===== src/rtl/i2c_phase_pkg.sv =====
package i2c_phase_pkg;
  typedef enum logic [2:0] {
    OP_START   = 3'd0,
    OP_WRITE   = 3'd1,
    OP_READ    = 3'd2,
    OP_RESTART = 3'd3,
    OP_STOP    = 3'd4
  } op_e;

  typedef enum logic [1:0] {
    ACT_HOLD = 2'd0,
    ACT_LOW  = 2'd1,
    ACT_REL  = 2'd2
  } act_e;

  localparam int unsigned OP_W    = 3;
  localparam int unsigned STEP_W  = 3;
  localparam int unsigned OP_LAST = 4;
endpackage


===== src/rtl/i2c_in_sync.sv =====
module i2c_in_sync #(
  parameter int unsigned STAGES = 2,
  parameter int unsigned WIDTH  = 2
) (
  input  logic             clk,
  input  logic             rst_n,
  input  logic [WIDTH-1:0] d,
  output logic [WIDTH-1:0] q
);
  generate
    if (STAGES == 0) begin : g_bypass
      assign q = d;
    end else begin : g_pipe
      logic [WIDTH-1:0] pipe [STAGES];
      always_ff @(posedge clk or negedge rst_n) begin
        if (!rst_n) begin
          for (int i = 0; i < STAGES; i++) pipe[i] <= '1;
        end else begin
          pipe[0] <= d;
          for (int i = 1; i < STAGES; i++) pipe[i] <= pipe[i-1];
        end
      end
      assign q = pipe[STAGES-1];
    end
  endgenerate
endmodule


===== src/rtl/i2c_phase_ctrl.sv =====
module i2c_phase_ctrl
  import i2c_phase_pkg::*;
(
  input  logic            clk,
  input  logic            rst_n,
  input  logic            tick,
  input  logic            cmd_valid,
  input  logic [OP_W-1:0] cmd_op,
  input  logic            cmd_wbit,
  input  logic            scl_hi,
  output act_e            scl_act,
  output act_e            sda_act,
  output logic            cap_en,
  output logic            busy,
  output logic            done
);
  logic              busy_q, busy_n;
  op_e               op_q, op_n;
  logic              bit_q, bit_n;
  logic [STEP_W-1:0] step_q, step_n;
  logic              done_q, done_n;
  logic              finish;
  logic              op_ok;

  assign op_ok = (32'(cmd_op) <= OP_LAST);

  always_comb begin
    busy_n  = busy_q;
    op_n    = op_q;
    bit_n   = bit_q;
    step_n  = step_q;
    scl_act = ACT_HOLD;
    sda_act = ACT_HOLD;
    cap_en  = 1'b0;
    finish  = 1'b0;
    if (!busy_q) begin
      if (cmd_valid && op_ok) begin
        busy_n = 1'b1;
        op_n   = op_e'(cmd_op);
        bit_n  = cmd_wbit;
        step_n = '0;
      end
    end else if (tick) begin
      case (op_q)
        OP_START: begin
          sda_act = ACT_LOW;
          finish  = 1'b1;
        end
        OP_WRITE: begin
          case (step_q)
            3'd0: begin scl_act = ACT_LOW; step_n = step_q + 1'b1; end
            3'd1: begin sda_act = bit_q ? ACT_REL : ACT_LOW; step_n = step_q + 1'b1; end
            3'd2: begin scl_act = ACT_REL; step_n = step_q + 1'b1; end
            default: if (scl_hi) finish = 1'b1;
          endcase
        end
        OP_READ: begin
          case (step_q)
            3'd0: begin scl_act = ACT_LOW; step_n = step_q + 1'b1; end
            3'd1: begin
              sda_act = ACT_REL;
              scl_act = ACT_REL;
              step_n  = step_q + 1'b1;
            end
            default: if (scl_hi) begin cap_en = 1'b1; finish = 1'b1; end
          endcase
        end
        OP_RESTART, OP_STOP: begin
          case (step_q)
            3'd0: begin scl_act = ACT_LOW; step_n = step_q + 1'b1; end
            3'd1: begin
              sda_act = (op_q == OP_STOP) ? ACT_LOW : ACT_REL;
              step_n  = step_q + 1'b1;
            end
            3'd2: begin scl_act = ACT_REL; step_n = step_q + 1'b1; end
            3'd3: if (scl_hi) step_n = step_q + 1'b1;
            default: begin
              sda_act = (op_q == OP_STOP) ? ACT_REL : ACT_LOW;
              finish  = 1'b1;
            end
          endcase
        end
        default: finish = 1'b1;
      endcase
    end
    if (finish) begin
      busy_n = 1'b0;
      step_n = '0;
    end
    done_n = finish;
  end

  always_ff @(posedge clk or negedge rst_n) begin
    if (!rst_n) begin
      busy_q <= 1'b0;
      op_q   <= OP_START;
      bit_q  <= 1'b0;
      step_q <= '0;
      done_q <= 1'b0;
    end else begin
      busy_q <= busy_n;
      op_q   <= op_n;
      bit_q  <= bit_n;
      step_q <= step_n;
      done_q <= done_n;
    end
  end

  assign busy = busy_q;
  assign done = done_q;
endmodule


===== src/rtl/i2c_line_drv.sv =====
module i2c_line_drv
  import i2c_phase_pkg::*;
(
  input  logic clk,
  input  logic rst_n,
  input  act_e scl_act,
  input  act_e sda_act,
  input  logic cap_en,
  input  logic sda_hi,
  output logic scl_low,
  output logic sda_low,
  output logic rd_bit
);
  logic scl_q, sda_q, rd_q;
  logic scl_n, sda_n, rd_n;

  always_comb begin
    scl_n = scl_q;
    sda_n = sda_q;
    rd_n  = rd_q;
    if (scl_act == ACT_LOW)      scl_n = 1'b1;
    else if (scl_act == ACT_REL) scl_n = 1'b0;
    if (sda_act == ACT_LOW)      sda_n = 1'b1;
    else if (sda_act == ACT_REL) sda_n = 1'b0;
    if (cap_en)                  rd_n  = sda_hi;
  end

  always_ff @(posedge clk or negedge rst_n) begin
    if (!rst_n) begin
      scl_q <= 1'b0;
      sda_q <= 1'b0;
      rd_q  <= 1'b0;
    end else begin
      scl_q <= scl_n;
      sda_q <= sda_n;
      rd_q  <= rd_n;
    end
  end

  assign scl_low = scl_q;
  assign sda_low = sda_q;
  assign rd_bit  = rd_q;
endmodule


===== src/rtl/i2c_phase_seq.sv =====
module i2c_phase_seq
  import i2c_phase_pkg::*;
#(
  parameter int unsigned SYNC_STAGES = 2
) (
  input  logic            clk,
  input  logic            rst_n,
  input  logic            tick,
  input  logic            cmd_valid,
  input  logic [OP_W-1:0] cmd_op,
  input  logic            cmd_wbit,
  input  logic            scl_in,
  input  logic            sda_in,
  output logic            scl_drive_low,
  output logic            sda_drive_low,
  output logic            busy,
  output logic            done,
  output logic            rd_bit
);
  logic [1:0] pins_s;
  act_e       scl_act, sda_act;
  logic       cap_en;

  i2c_in_sync #(.STAGES(SYNC_STAGES), .WIDTH(2)) u_sync (
    .clk   (clk),
    .rst_n (rst_n),
    .d     ({scl_in, sda_in}),
    .q     (pins_s)
  );

  i2c_phase_ctrl u_ctrl (
    .clk       (clk),
    .rst_n     (rst_n),
    .tick      (tick),
    .cmd_valid (cmd_valid),
    .cmd_op    (cmd_op),
    .cmd_wbit  (cmd_wbit),
    .scl_hi    (pins_s[1]),
    .scl_act   (scl_act),
    .sda_act   (sda_act),
    .cap_en    (cap_en),
    .busy      (busy),
    .done      (done)
  );

  i2c_line_drv u_drv (
    .clk     (clk),
    .rst_n   (rst_n),
    .scl_act (scl_act),
    .sda_act (sda_act),
    .cap_en  (cap_en),
    .sda_hi  (pins_s[0]),
    .scl_low (scl_drive_low),
    .sda_low (sda_drive_low),
    .rd_bit  (rd_bit)
  );
endmodule


===== config.mk =====
export PLATFORM = sky130hd
export DESIGN_NAME = i2c_phase_seq
export DESIGN_NICKNAME = d
export VERILOG_FILES = /design/src/rtl/i2c_phase_pkg.sv /design/src/rtl/i2c_in_sync.sv /design/src/rtl/i2c_phase_ctrl.sv /design/src/rtl/i2c_line_drv.sv /design/src/rtl/i2c_phase_seq.sv
export SDC_FILE = /design/constraint.sdc
export NUM_CORES = 1
export LEC_CHECK = 0
export BUFFER_PORTS_ARGS = -buffer_cell sky130_fd_sc_hd__buf_2
export CORE_MARGIN = 1.5
export CORE_UTILIZATION = 27
export DETAILED_ROUTE_END_ITERATION = 10
export PLACE_DENSITY = 0.49
export RECOVER_POWER = 50
export REMOVE_ABC_BUFFERS = 1
export SLEW_MARGIN = 10
export SYNTH_ARGS = -nofsm -noshare
export SYNTH_HDL_FRONTEND = slang
export SYNTH_HIERARCHICAL = 1
export SYNTH_SLANG_ARGS = --single-unit

===== constraint.sdc =====
create_clock -name clk -period 4.1 [get_ports clk]
set_input_delay 1.025 -clock clk [delete_from_list [all_inputs] [get_ports clk]]
set_output_delay 1.025 -clock clk [all_outputs]
set_load 0.005 [all_outputs]

==> flow_metrics.py, run 1 <==
metrics = {
    "clock_tree": {
        "cts_setup_buffers": 0,
        "cts_inserted_buffers": 3,
        "cts.root.buffer_cell": "clkbuf_8",
        "clk-insertion-delay-late_ps": 250,
        "cts.clk_slew.worst_paths_ps": 60,
        "clock_tree.buffer_depth": 2,
        "tritoncts": "built",
        "cts.hold.buffers_added": 0,
        "resized_cells_post_cts": 0,
        "cts_h_tree_lvls": 1,
        "clock-sinks": 16,
    },
    "place": {
        "detailedPlacementHpwl_um": 1490,
        "place.port_buffers": 14,
        "gp_routability_congestion": 0.766,
    },
    "cells_and_area": {
        "seqCellArea_sq_um": 405,
        "layout-drive-gt1-share_pct": 33.0,
        "fin_util_pct": 31.9,
        "flow.area_growth_from_synthesis_pct": 13.6,
        "fill_cells": 386,
        "multi_input_area_sq_um": 531,
        "nNetsFinal": 127,
        "antennaDiodeCount": 0,
    },
    "sta": {
        "rsz_0062_raised_after_global_routing": "false",
        "final-max-slew-violation-count": 0,
        "fmax_mhz": 422,
        "final-setup-viol-count": 0,
        "worst_slew_pin_slew_ps": 880,
        "skew_ps": 7.67,
        "setup-tns-final_ps": 0,
        "period_needed_ps": 2370,
        "period_share_pct": 57.8,
        "worst_slew_margin_rel_pct": 41.3,
        "timing_hold_violations_final": 0,
    },
    "critical_path": {
        "crit_path_end": "u_drv/sda_low",
        "rr_startpoint": "u_ctrl/step_q[0]",
        "worstPathCellList": "ha_1 > ha_1 > nor4_1 > a21oi_1 > o32a_1 > nor2_1 > inv_1 > ha_1 > mux2_4",
        "worst-r2r-cell-count": 9,
        "startpoint_type": "register",
        "required_ps": 4230,
        "crit_top_cell": "ha_1",
        "timing.critical_path.arrival_ps": 2500,
        "max_stage_delay_ps": 440,
        "cp_max_fo": 6,
        "rr_endpoint": "u_drv/sda_low",
        "worst_path_max_delay_cell": "dfrtp_1",
        "timing.reg2reg.setup_slack_ps": 1730,
        "cp-end-kind": "register",
        "cp-startpoint": "u_ctrl/step_q[0]",
        "critical_path_class": "register to register",
    },
    "floorplanning": {
        "design.core.area_sq_um": 3630,
        "io_pins": 15,
        "floorplan.die.width_um": 64.4,
        "initial_utilization_pct": 28.0,
        "floorplan.rows": 22,
        "die_y_um": 64.4,
        "design.die.area_sq_um": 4150,
    },
    "synth": {
        "ys_types": 41,
        "synth.yosys.seq_area_share_pct": 39.8,
        "number_of_enable_type_register_cells_in_the_synthesized_netlist": 0,
        "ys.warnings.count": 6,
        "syn_area_sq_um": 1020,
        "synthesis.instances": 96,
        "synth_seq_cells": 16,
        "synth.avg_cell_area_sq_um": 10.6,
        "ys_dominant_reg_cell": "dfrtp_1",
        "synth-async-reset-ratio_pct": 100,
    },
    "routing": {
        "detailroute.via_count": 736,
        "wl_um": 1980,
        "detailedRoute.firstPassIterationCount": 4,
        "first_iter_violations": 5,
        "viasPerCell": 4.69,
        "final_antenna_violating_net_count": 0,
        "avgRoutedWirePerCell_um": 12.6,
        "route.detailed.drc": 0,
    },
    "grt": {
        "grt_overall_usage_pct": 10.8,
        "grt_max_degree": 17,
        "grt_antenna_before_repair": 0,
        "grt_first_pass_wirelength_um": 3440,
        "globalRouteOverflowTotal": 0,
        "grt_pass1_vias": 683,
    },
    "min_path": {
        "worst_hold_class": "register to register",
    },
    "pwr": {
        "total_leakage_power_nw": 0.505,
        "total_power_uw": 798,
        "power_density_nw_per_um2": 689,
        "vdd.ir_drop.worst_v": 0.000234,
    },
    "run": {
        "max-cap-violations": 0,
    },
    "run_status": {
        "run_status": "completed",
    },
}
## cell usage in the layout, fill, tap and decap left out, types with 2 or more instances in the layout
cell,synthesis,layout
a21oi_1,6,6
buf_2,0,13
clkbuf_8,0,4
dfrtp_1,12,12
dfstp_2,4,4
ha_1,7,7
inv_1,9,9
mux2_1,2,2
mux2_2,4,4
mux2_4,3,3
nand2_1,4,4
nand3b_1,2,2
nor2_1,8,8
o21ai_1,2,2
o22ai_1,2,2
## area by class of cell
class / instances / area share [%]
multi-input cells: 65 / 45.8
flip-flops and latches: 16 / 35.0
repair buffers: 14 / 5.95
well taps: 48 / 5.19
clock buffers: 4 / 4.76
inverters: 10 / 3.24
## per-stage QoR
step / hold WS (ps) / setup WS [ps] / area, sq um / std cells
6_report: 355 / 1730 / 1160 / 157
3_5_place_dp: 347 / 1730 / 1100 / 153
2_1_floorplan: 345 / 1860 / 973 / 91
4_1_cts: 358 / 1710 / 1160 / 157
3_3_place_gp: 348 / 1780 / 1100 / 153
5_1_grt: 361 / 1630 / 1160 / 157
## layer usage
layer	share of wire [%]	vias up	global-route usage, %
met4	0.76	0	2.39
met1	46	358	14.0
met5	0	-	0
met3	3.6	2	2.78
li1	-	362	-
met2	50	14	18.0
## cells by family (layout without fill, tap and decap cells)
group | count (synthesis) | count (layout) | synth area share, %
compound gates | 22 | 22 | 16.1
xor+xnor | 1 | 1 | 0.860
fa+ha+maj | 7 | 7 | 8.60
buf+inv | 15 | 28 | 8.11
flops | 16 | 16 | 39.8
mux | 9 | 9 | 11.1
simple gates | 26 | 26 | 15.5
## state kept, by name (all words and copies together) (netlist names)
| signal | count |
|---|---|
| u_drv/sda_low | 1 |
| u_ctrl/step_q | 3 |
| u_sync/q | 2 |
| u_drv/scl_low | 1 |
| u_drv/rd_bit | 1 |
| u_sync/g_pipe.pipe | 2 |
| u_ctrl/bit_q | 1 |
| u_ctrl/op_q | 3 |
| u_ctrl/busy | 1 |
| u_ctrl/done | 1 |
## critical path, delay by kind of cell (launching register included)
family / cells / cell delay [ps]
AOI/OAI and AO/OA: 2 / 300
adders and majority gates: 3 / 700
and+or+nand+nor: 2 / 470
DFF: 1 / 440
buffers and inverters: 1 / 50
muxes: 1 / 300
## cells in the mapped netlist, types with 2 or more instances
master	number	area [sq um]
mux2_1	2	22.5
mux2_4	3	45.0
buf_6	2	22.5
nor2_1	8	30.0
dfstp_2	4	105
a21oi_1	6	30.0
nand2_1	4	15.0
o22ai_1	2	12.5
dfrtp_1	12	300
mux2_2	4	45.0
nand3b_1	2	15.0
inv_1	9	33.8
o21ai_1	2	10.0
ha_1	7	87.6
buf_4	3	22.5
## worst min path at each step
stage	from	endpoint	slack (ps)	cells past startpoint
finish	u_sync/g_pipe.pipe[3]	u_sync/q[1]	350	0
global route	u_sync/g_pipe.pipe[3]	u_sync/q[1]	360	0
CTS	u_sync/g_pipe.pipe[3]	u_sync/q[1]	360	0
detailed placement	u_sync/g_pipe.pipe[3]	u_sync/q[1]	350	0
global placement	u_sync/g_pipe.pipe[2]	u_sync/q[0]	350	0
floorplan	u_sync/g_pipe.pipe[2]	u_sync/q[0]	350	0
## report_power, final
part	internal, mW	total [mW]	switching [mW]
clock network	0.0851	0.141	0.0558
registers	0.209	0.291	0.0827
logic	0.190	0.365	0.175
No activity file was read; power rests on OpenSTA's default activity.
==> run 2: changes to the inputs <==
- ABC_AREA: unset -> 1
- clock period: 4.1 -> 2.45 ns (I/O delays scaled with it)
==> run 2 against run 1 <==
  * Hold slack barely moved
  * Utilization rose by 1.4 points
  * Fmax rose by 20%
  * Highest routed layer unchanged
==> flow_metrics.py, run 2 <==
metrics = {
    "run_status": {
        "run_status": "completed",
    },
    "min_path": {
        "worstHoldEndpoint": "u_sync/q[1]",
        "worst_hold_class": "register to register",
        "worst_min_path_start": "u_sync/g_pipe.pipe[3]",
        "holdPathStages": 0,
    },
    "synth": {
        "synth.avg_cell_area_sq_um": 7.76,
        "synth-async-reset-ratio_pct": 100,
        "yosys.area_share.xor_xnor_pct": 0,
        "yosys.area_share.simple_pct": 30.1,
        "synth.yosys.seq_area_share_pct": 40.8,
        "ys_dominant_reg_cell": "dfrtp_1",
        "synth_seq_cells": 16,
        "ys_types": 23,
        "synthesis.instances": 128,
        "synth_area_leader_cell": "dfrtp_1",
        "portion_of_synthesized_cell_area_occupied_by_the_leading_cell_type_pct": 30.2,
        "post_synth_most_frequent_cells": "nand2_1 (35), inv_1 (18), dfrtp_1 (12)",
        "synth_area_leaders": "dfrtp_1 (30%), nand2_1 (13%), dfstp_2 (11%)",
        "post-synth-top-count-cell": "nand2_1",
        "combinational_family_with_the_most_area_after_synthesis": "simple AND/OR/NAND/NOR gates",
        "ys.warnings.count": 6,
        "syn_area_sq_um": 993,
        "post_synth_fa_ha_maj_area_fraction_pct": 8.82,
        "area_fraction_in_compound_gates_after_synthesis_pct": 8.69,
        "post_synth_mux_area_share_pct": 0,
        "number_of_enable_type_register_cells_in_the_synthesized_netlist": 0,
    },
    "clock_tree": {
        "resized_cells_post_cts": 0,
        "cts_setup_buffers": 0,
        "clock-sinks": 16,
        "cts_inserted_buffers": 3,
        "clock_tree.buffer_depth": 2,
        "clk-insertion-delay-late_ps": 250,
        "cts.root.buffer_cell": "clkbuf_8",
        "cts.hold.buffers_added": 0,
        "tritoncts": "built",
        "cts_h_tree_lvls": 1,
        "cts.clk_slew.worst_paths_ps": 60,
    },
    "floorplanning": {
        "die_y_um": 63.7,
        "floorplan.rows": 21,
        "design.core.area_sq_um": 3440,
        "floorplan.die.width_um": 63.7,
        "initial_utilization_pct": 28.9,
        "io_pins": 15,
        "design.die.area_sq_um": 4050,
    },
    "place": {
        "detailedPlacementHpwl_um": 1560,
        "dp_worst_setup_slack_ps": 480,
        "place.port_buffers": 14,
        "gp_routability_congestion": 0.862,
    },
    "grt": {
        "grt_pass1_vias": 803,
        "grt_antenna_before_repair": 0,
        "grt_overall_usage_pct": 10.7,
        "globalRouteOverflowTotal": 0,
        "grt_max_degree": 17,
        "grt_first_pass_wirelength_um": 3360,
    },
    "sta": {
        "fmax_mhz": 505,
        "worst_slew_margin_rel_pct": 40.6,
        "rsz_0062_raised_after_global_routing": "false",
        "period_needed_ps": 1980,
        "final-setup-viol-count": 0,
        "period_share_pct": 80.8,
        "worst_slew_pin_slew_ps": 890,
        "finalWorstSetupSlack_ps": 471,
        "timing_hold_violations_final": 0,
        "setup-tns-final_ps": 0,
        "skew_ps": 4.72,
        "final-max-slew-violation-count": 0,
    },
    "routing": {
        "viasPerCell": 4.37,
        "first_iter_violations": 18,
        "final_antenna_violating_net_count": 0,
        "avgRoutedWirePerCell_um": 10.5,
        "route.detailed.drc": 0,
        "detailroute.via_count": 825,
        "detailedRoute.firstPassIterationCount": 4,
        "wl_um": 1980,
    },
    "critical_path": {
        "cp-end-kind": "register",
        "rr_startpoint": "u_ctrl/step_q[0]",
        "rr_endpoint": "u_drv/sda_low",
        "startpoint_type": "register",
        "timing.critical_path.arrival_ps": 2120,
        "worst-r2r-cell-count": 12,
        "critical_path_class": "register to register",
        "timing.reg2reg.setup_slack_ps": 470,
        "cp_max_fo": 5,
        "required_ps": 2590,
    },
    "cells_and_area": {
        "antennaDiodeCount": 0,
        "layout.cells.most_common_list": "nand2_1 (35), inv_1 (18), buf_2 (13)",
        "layout-drive-gt1-share_pct": 27.3,
        "biggest_regs": "u_ctrl/op_q: 3 flops, u_ctrl/step_q: 3 flops",
        "flow.area_growth_from_synthesis_pct": 15.2,
        "nNetsFinal": 161,
        "layout_commonest_cell": "nand2_1",
    },
    "run": {
        "max-cap-violations": 0,
    },
    "pwr": {
        "power_density_nw_per_um2": 1030,
        "vdd.ir_drop.worst_v": 0.000210,
        "total_leakage_power_nw": 0.615,
    },
}
## run 2: worst max-delay path by stage
| stage | start | depth (start not counted) | endpoint | slack [ps] |
|---|---|---|---|---|
| 3_5_place_dp | u_ctrl/step_q[0] | 12 | u_drv/sda_low | 480 |
| 3_3_place_gp | u_ctrl/step_q[0] | 12 | u_drv/sda_low | 540 |
| 4_1_cts | u_ctrl/step_q[0] | 12 | u_drv/sda_low | 470 |
| 6_report | u_ctrl/step_q[0] | 12 | u_drv/sda_low | 470 |
| 2_1_floorplan | u_ctrl/step_q[0] | 12 | u_drv/sda_low | 620 |
| 5_1_grt | u_ctrl/step_q[0] | 12 | u_drv/sda_low | 310 |
## run 2: stage by stage
step	total power [mW]	util (%)	instances	instance area, sq um	hold slack [ps]
4_1_cts	1.19	33.3	189	1150	290
5_1_grt	1.29	33.3	189	1140	359
3_5_place_dp	0.980	32.0	185	1100	347
2_1_floorplan	0.829	-	125	973	317
6_report	1.17	33.3	189	1140	355
3_3_place_gp	0.972	32.0	185	1100	346
## run 2: power breakdown
group	internal, mW	total [mW]	switching (mW)
clock	0.115	0.202	0.0872
sequential	0.353	0.430	0.0764
combinational	0.190	0.542	0.352
## run 2: cells by family after synthesis
family | count (synthesis)
buffers and inverters | 28
DFF | 16
AOI/OAI and AO/OA | 14
and+or+nand+nor | 63
adders and majority gates | 7
## run 2: routing by layer
layer | track usage [%] | vias to the layer above | share of wire (%)
met4 | 6.25 | 0 | 1.5
met2 | 18.2 | 8 | 51
met1 | 12.3 | 388 | 45
met3 | 2.32 | 2 | 2.0
met5 | 0 | - | 0
li1 | - | 427 | -
## run 2: critical path, cell delays in order, from the launching register on
cell	delay, ps
dfrtp_1	440
inv_1	110
ha_1	220
nand2_1	100
nand2_1	120
nor2_2	150
nand2_1	60
a311oi_1	200
inv_1	70
ha_1	290
inv_1	40
nand2_1	40
nand2_1	40
## run 2: area by class of cell
| type | count | area, sq um |
|---|---|---|
| Fill cell | 384 | 2300 |
| Timing Repair Buffer | 14 | 68.8 |
| Multi-Input combinational cell | 84 | 473 |
| Tap cell | 46 | 57.6 |
| Sequential cell | 16 | 405 |
| Clock buffer | 4 | 45.0 |
| Inverter | 25 | 95.1 |
==> run 3: changes to the inputs <==
- PLACE_DENSITY: 0.49 -> 0.5
- clock period: 2.45 -> 1.8 ns (I/O delays scaled with it)
==> run 3 against run 2 <==
  * The run now ends with setup timing left
  * Clock power is 55% higher
  * Global-route usage is 1.0 points higher
  * Hold slack worse by 66 ps
  * Register-to-register slack worse by 560 ps
  * Die area stayed put
  * Sequential share of layout area is 5.9 points lower
  * Non-clock buffer count is 17 higher
  * Wire length is 18% higher
  * Via count is 8.8% higher
  * Critical path type unchanged
  * Critical endpoint unchanged
  * Largest cell class unchanged
  * Highest routed layer unchanged
==> flow_metrics.py, run 3 (same netlist as run 2, synthesis figures left out) <==
metrics = {
    "sta": {
        "final-max-slew-violation-count": 0,
        "worst_slew_pin_slew_ps": 870,
        "finalWorstSetupSlack_ps": -88.3,
        "fmax_mhz": 530,
        "timing_hold_violations_final": 0,
        "rsz_0062_raised_after_global_routing": "true",
        "period_share_pct": 105,
        "worst_slew_margin_rel_pct": 42.0,
        "hold_ws_ps": 289,
        "final-setup-viol-count": 5,
        "period_needed_ps": 1890,
        "skew_ps": 4.04,
    },
    "floorplanning": {
        "initial_utilization_pct": 28.9,
        "floorplan.die.width_um": 63.7,
        "die_y_um": 63.7,
        "design.die.area_sq_um": 4050,
        "floorplan.rows": 21,
        "io_pins": 15,
        "design.core.area_sq_um": 3440,
    },
    "clock_tree": {
        "cts.root.buffer_cell": "clkbuf_8",
        "clk-insertion-delay-late_ps": 250,
        "cts_inserted_buffers": 3,
        "cts_h_tree_lvls": 1,
        "clock-sinks": 16,
        "clock_tree.buffer_depth": 2,
        "tritoncts": "built",
        "cts.clk_slew.worst_paths_ps": 60,
        "cts.hold.buffers_added": 0,
    },
    "grt": {
        "grt_pass1_vias": 889,
        "global_route.usage.met3_pct": 1.61,
        "grt_overall_usage_pct": 11.7,
        "globalRouteOverflowTotal": 0,
        "grt_antenna_before_repair": 0,
        "grt_first_pass_wirelength_um": 3690,
        "grtUsageMet2_pct": 21.3,
        "use_met1_pct": 13.3,
        "grt_max_degree": 17,
        "global_route.peak_usage_layer": "met2",
    },
    "cells_and_area": {
        "layout_commonest_cell": "nand2_1",
        "layout-drive-gt1-share_pct": 47.5,
        "layout.cells.most_common_list": "nand2_1 (28), buf_4 (17), inv_1 (15)",
        "antennaDiodeCount": 0,
        "fin_util_pct": 40.2,
        "biggest_regs": "u_ctrl/op_q: 3 flops, u_ctrl/step_q: 3 flops",
        "nNetsFinal": 178,
        "flow.area_growth_from_synthesis_pct": 39.3,
    },
    "critical_path": {
        "required_ps": 1940,
        "worst-r2r-cell-count": 12,
        "crit_top_cell": "nand2_1",
        "critical_path_class": "register to register",
        "worstPathCellList": "ha_4 > ha_4 > inv_2 > nand2_2 > nor2_4 > nand2_1 > o21ai_1 > nor3_1 > nor3_1 > ha_1 > nand2_1 > nand2_1",
        "worst_path_max_delay_cell": "dfrtp_2",
        "cp-end-kind": "register",
        "timing.critical_path.arrival_ps": 2030,
        "rr_startpoint": "u_ctrl/step_q[0]",
        "timing.reg2reg.setup_slack_ps": -90,
        "cp_max_fo": 5,
        "startpoint_type": "register",
        "rr_endpoint": "u_drv/sda_low",
        "max_stage_delay_ps": 450,
    },
    "place": {
        "place.port_buffers": 14,
        "dp_worst_setup_slack_ps": -175,
        "detailedPlacementHpwl_um": 1640,
        "gp_routability_congestion": 0.900,
    },
    "run_status": {
        "violations": "setup timing",
        "run_status": "finished with violations",
    },
    "routing": {
        "final_antenna_violating_net_count": 0,
        "detailroute.via_count": 898,
        "first_iter_violations": 56,
        "route.detailed.drc": 0,
        "wl_um": 2330,
        "viasPerCell": 4.36,
        "avgRoutedWirePerCell_um": 11.3,
        "detailedRoute.firstPassIterationCount": 4,
    },
    "pwr": {
        "power_density_nw_per_um2": 1540,
        "total_power_mw": 2.13,
        "vdd.ir_drop.worst_v": 0.000347,
        "total_leakage_power_nw": 0.703,
    },
    "min_path": {
        "worst_hold_class": "primary input to asynchronous set/reset pin",
    },
    "run": {
        "max-cap-violations": 0,
    },
}
## run 3: cell count changes in the layout (fill, tap and decap cells not counted), sizes merged
cell,previous run,this run
buf,13,30
## run 3: layout make-up
type,count,area [sq um]
Clock buffer,4,55.1
Multi-Input combinational cell,84,572
Tap cell,46,57.6
Fill cell,363,2060
Sequential cell,16,408
Timing Repair Buffer,31,196
Inverter,25,95.1
## run 3: how the worst max path moves through the flow
| stage | cells past startpoint | to | from |
|---|---|---|---|
| floorplan | 12 | u_drv/sda_low | u_ctrl/step_q[0] |
| global placement | 12 | u_drv/sda_low | u_ctrl/step_q[0] |
| detailed placement | 12 | u_drv/sda_low | u_ctrl/step_q[0] |
| CTS | 12 | u_drv/sda_low | u_ctrl/step_q[0] |
| global route | 12 | u_drv/sda_low | u_ctrl/step_q[1] |
| finish | 12 | u_drv/sda_low | u_ctrl/step_q[0] |
## run 3: report_power, final
group / total (mW) / internal (mW) / switching (mW)
clock: 0.314 / 0.194 / 0.121
combinational: 1.22 / 0.555 / 0.664
sequential: 0.596 / 0.484 / 0.112
## run 3: metal layers
layer	vias up	wire length [um]	part of all wire (%)
met3	2	45	1.9
met1	419	988	42
li1	464	-	-
met5	-	0	0
met2	13	1270	55
met4	0	27	1.2
## run 3: timing repair
action / 4_1_cts / 5_1_grt
gates resized for setup: 9 / 17
endpoints found under the setup margin: 1 / 7
setup buffers: 8 / 1
endpoints found under the hold margin: 0 / 0
pin swaps: 8 / 7
## run 3: through the flow
stage,setup TNS (ps),std cells,instance area [sq um]
after floorplan,-34.1,125,973
after global placement,-104,193,1160
after detailed placement,-175,193,1160
after CTS,-186,205,1300
after global routing,-727,206,1380
final,-170,206,1380
## run 3: critical path, delay by kind of cell, from the launching register on
kind,cells,cell delay [ps]
simple gates,7,580
buf+inv,1,40
fa+ha+maj,3,620
compound gates,1,70
flops,1,450
